==> src/rtl/csk_pkg.sv <==
package csk_pkg;

    // Per-bit carry flags derived from one operand bit pair
    typedef struct packed {
        logic gen;
        logic prop;
        logic kill;
    } bit_flags_t;

endpackage

==> src/rtl/csk_bit_cell.sv <==
module csk_bit_cell
    import csk_pkg::*;
(
    input  logic       a_i,
    input  logic       b_i,
    input  logic       c_i,
    output bit_flags_t flags_o,
    output logic       s_o,
    output logic       c_o
);

    always_comb begin
        flags_o.gen  = a_i & b_i;
        flags_o.prop = a_i ^ b_i;
        flags_o.kill = ~a_i & ~b_i;
        c_o          = flags_o.gen | (flags_o.prop & c_i);
        s_o          = flags_o.prop ^ c_i;
    end

endmodule

==> src/rtl/csk_group.sv <==
module csk_group
    import csk_pkg::*;
#(
    parameter int GRP = 4
) (
    input  logic [GRP-1:0] a_i,
    input  logic [GRP-1:0] b_i,
    input  logic           cin_i,
    output logic [GRP-1:0] sum_o,
    output logic           cout_o,
    output logic           gprop_o,
    output logic [GRP-1:0] gen_o,
    output logic [GRP-1:0] kill_o
);

    logic [GRP:0]   rip_c;
    logic [GRP-1:0] prop_v;
    bit_flags_t     flags [GRP];

    assign rip_c[0] = cin_i;

    for (genvar i = 0; i < GRP; i++) begin : g_bit
        csk_bit_cell u_cell (
            .a_i     (a_i[i]),
            .b_i     (b_i[i]),
            .c_i     (rip_c[i]),
            .flags_o (flags[i]),
            .s_o     (sum_o[i]),
            .c_o     (rip_c[i+1])
        );
        assign prop_v[i] = flags[i].prop;
        assign gen_o[i]  = flags[i].gen;
        assign kill_o[i] = flags[i].kill;
    end

    // Group-wide propagate steers the bypass multiplexer
    assign gprop_o = &prop_v;
    assign cout_o  = gprop_o ? cin_i : rip_c[GRP];

endmodule

==> src/rtl/csk_adder.sv <==
module csk_adder #(
    parameter int WIDTH = 32,
    parameter int GRP   = 4
) (
    input  logic [WIDTH-1:0] a_i,
    input  logic [WIDTH-1:0] b_i,
    input  logic             cin_i,
    output logic [WIDTH-1:0] sum_o,
    output logic             cout_o
);

    localparam int NGRP = WIDTH / GRP;

    // the group size must tile the operand width exactly
    if ((GRP < 1) || (WIDTH % GRP != 0)) begin : g_bad_cfg
        $error("csk_adder: WIDTH must be a whole multiple of GRP");
    end

    logic [NGRP:0]    grp_c;
    logic [NGRP-1:0]  grp_prop;
    logic [WIDTH-1:0] gen_v;
    logic [WIDTH-1:0] kill_v;

    assign grp_c[0] = cin_i;

    for (genvar j = 0; j < NGRP; j++) begin : g_grp
        csk_group #(.GRP(GRP)) u_grp (
            .a_i     (a_i[j*GRP +: GRP]),
            .b_i     (b_i[j*GRP +: GRP]),
            .cin_i   (grp_c[j]),
            .sum_o   (sum_o[j*GRP +: GRP]),
            .cout_o  (grp_c[j+1]),
            .gprop_o (grp_prop[j]),
            .gen_o   (gen_v[j*GRP +: GRP]),
            .kill_o  (kill_v[j*GRP +: GRP])
        );
    end

    assign cout_o = grp_c[NGRP];

endmodule

==> config.mk <==
export PLATFORM = sky130hd
export DESIGN_NAME = csk_adder
export DESIGN_NICKNAME = d
export VERILOG_FILES = /design/src/rtl/csk_pkg.sv /design/src/rtl/csk_bit_cell.sv /design/src/rtl/csk_group.sv /design/src/rtl/csk_adder.sv
export SDC_FILE = /design/constraint.sdc
export NUM_CORES = 1
export LEC_CHECK = 0
export BUFFER_PORTS_ARGS = -buffer_cell sky130_fd_sc_hd__buf_2
export CORE_AREA = 10 10 74 76
export DETAILED_ROUTE_END_ITERATION = 16
export DIE_AREA = 0 0 84 86
export PLACE_DENSITY_LB_ADDON = 0.2
export REMOVE_ABC_BUFFERS = 1
export SYNTH_ARGS = -nofsm -noshare
export SYNTH_HDL_FRONTEND = slang
export SYNTH_HIERARCHICAL = 1
export SYNTH_SLANG_ARGS = --single-unit
export TNS_END_PERCENT = 100
==> constraint.sdc <==
create_clock -name vclk -period 29.5
set_input_delay 5.9 -clock vclk [all_inputs]
set_output_delay 5.9 -clock vclk [all_outputs]
set_load 0.02 [all_outputs]
==> impl_metrics.json <==
{
  "status": "complete, no violations",
  "syn_area_um2": 1490,
  "relSlewSlack_pct": 91.6,
  "power_per_cell_area_nw_per_um2": 23.0,
  "hpwl_mm": 3.68,
  "ir_drop_mv": 0.0134,
  "drtAntennaViolNets": 0,
  "rows": 23,
  "drt-vias-per-instance": 4.06,
  "dp_cells": 292,
  "slew_violations": 0,
  "start_util_pct": 37.6,
  "cts_resized": 0,
  "remaining_drc_errors": 0,
  "finalSetupViolations": 0,
  "cpMaxStageDelayCell": "fa_1",
  "end_kind": "output pin",
  "hold_viol_final": 0,
  "period_share_pct": 90.6,
  "path_class": "input port to output pin",
  "grt_max_degree": 3,
  "grt_pass1_vias": 1435,
  "cp_max_fo": 2,
  "worstMarginPinSlew_ps": 127,
  "die_y_um": 86,
  "cpMostUsedCell": "fa_1",
  "grt_overflow_total": 0,
  "port_buffers": 98,
  "stdcell_count": 292,
  "final_nets": 373,
  "tns_ps": 0,
  "cp-start-kind": "input port",
  "drtIter0Drc": 10,
  "clock_buffers": 0,
  "cp.required_ps": 23600,
  "grt_pass1_wl_mm": 6.25,
  "cpPeakStageDelay_ps": 420,
  "drt_wl_total_mm": 3.62,
  "rsz0062_at_grt": "false",
  "design.seq.count": 0,
  "min_path_type": "input port to output pin",
  "drt_pre_antenna_iters": 4,
  "gp_congestion": 0.706,
  "area_growth_pct": 37.1,
  "leakagePower_uw": 0.00130,
  "ctsHoldBuffers": 0,
  "vias": 1186,
  "syn-mean-instance-area_um2": 10.4,
  "dieArea_um2": 7220,
  "period_needed_ps": 26730,
  "postCtsSetupBuffers": 0,
  "max_freq_mhz": 37.4,
  "wl_per_cell_um": 12.4,
  "io_pins": 98,
  "cp.arrival_ps": 20830,
  "layout-drive-gt1-share_pct": 47.1,
  "syn_inst": 144,
  "register_area_um2": 0,
  "cap_violations": 0,
  "die_x_um": 84,
  "antenna_found_initial": 0,
  "yosys_warnings": 6,
  "track_usage_pct": 9.83,
  "n_antenna_cell": 0,
  "core_um2": 3970
}
-- layout make-up --
cell class,instances,area (µm²)
Multi-Input combinational cell,80,1250
Inverter,64,240
Timing Repair Buffer,98,490
Tap cell,50,62.6
Fill cell,392,1930
-- where the power goes --
group	switching (µW)	internal, µW	leakage (µW)	total [µW]
combinational	28.2	18.9	0.00130	47.0
sequential	0	0	0	0
clock	0	0	0	0
total	28.2	18.9	0.00130	47.0
-- final timing paths --
check	from	to	slack (ps)	cells after the start
min	b_i[24]	sum_o[24]	12200	3
max	a_i[0]	cout_o	2770	42
-- cells in the final DEF (no fill, tap or decap), drive strengths merged --
master	count
buf	98
inv	64
fa	32
ha	32
and4	8
mux2	8
-- routing by layer --
layer | global-route usage [%] | share of wire (%)
met5 | 0 | 0
met4 | 0 | 0
met3 | 4.92 | 14
met2 | 16.6 | 47
met1 | 11.7 | 39
-- worst max-delay path: cells and delay by family --
family | cells | cell delay, ps
fa+ha+maj | 32 | 12320
buf+inv | 2 | 270
mux | 8 | 2320
-- stage by stage --
step	hold slack [ps]	power [µW]	setup slack (ps)	cell area, µm²	utilization [%]
floorplan	12050	33.5	3490	1490	-
global placement	12210	47.7	2840	2040	51.5
detailed placement	12200	48.4	2660	2040	51.5
CTS	12210	48.8	2650	2040	51.5
global route	12220	53.3	2310	2040	51.5
finish	12200	47.0	2770	2040	51.5
Note: power is estimated with default switching activity, not from simulation.
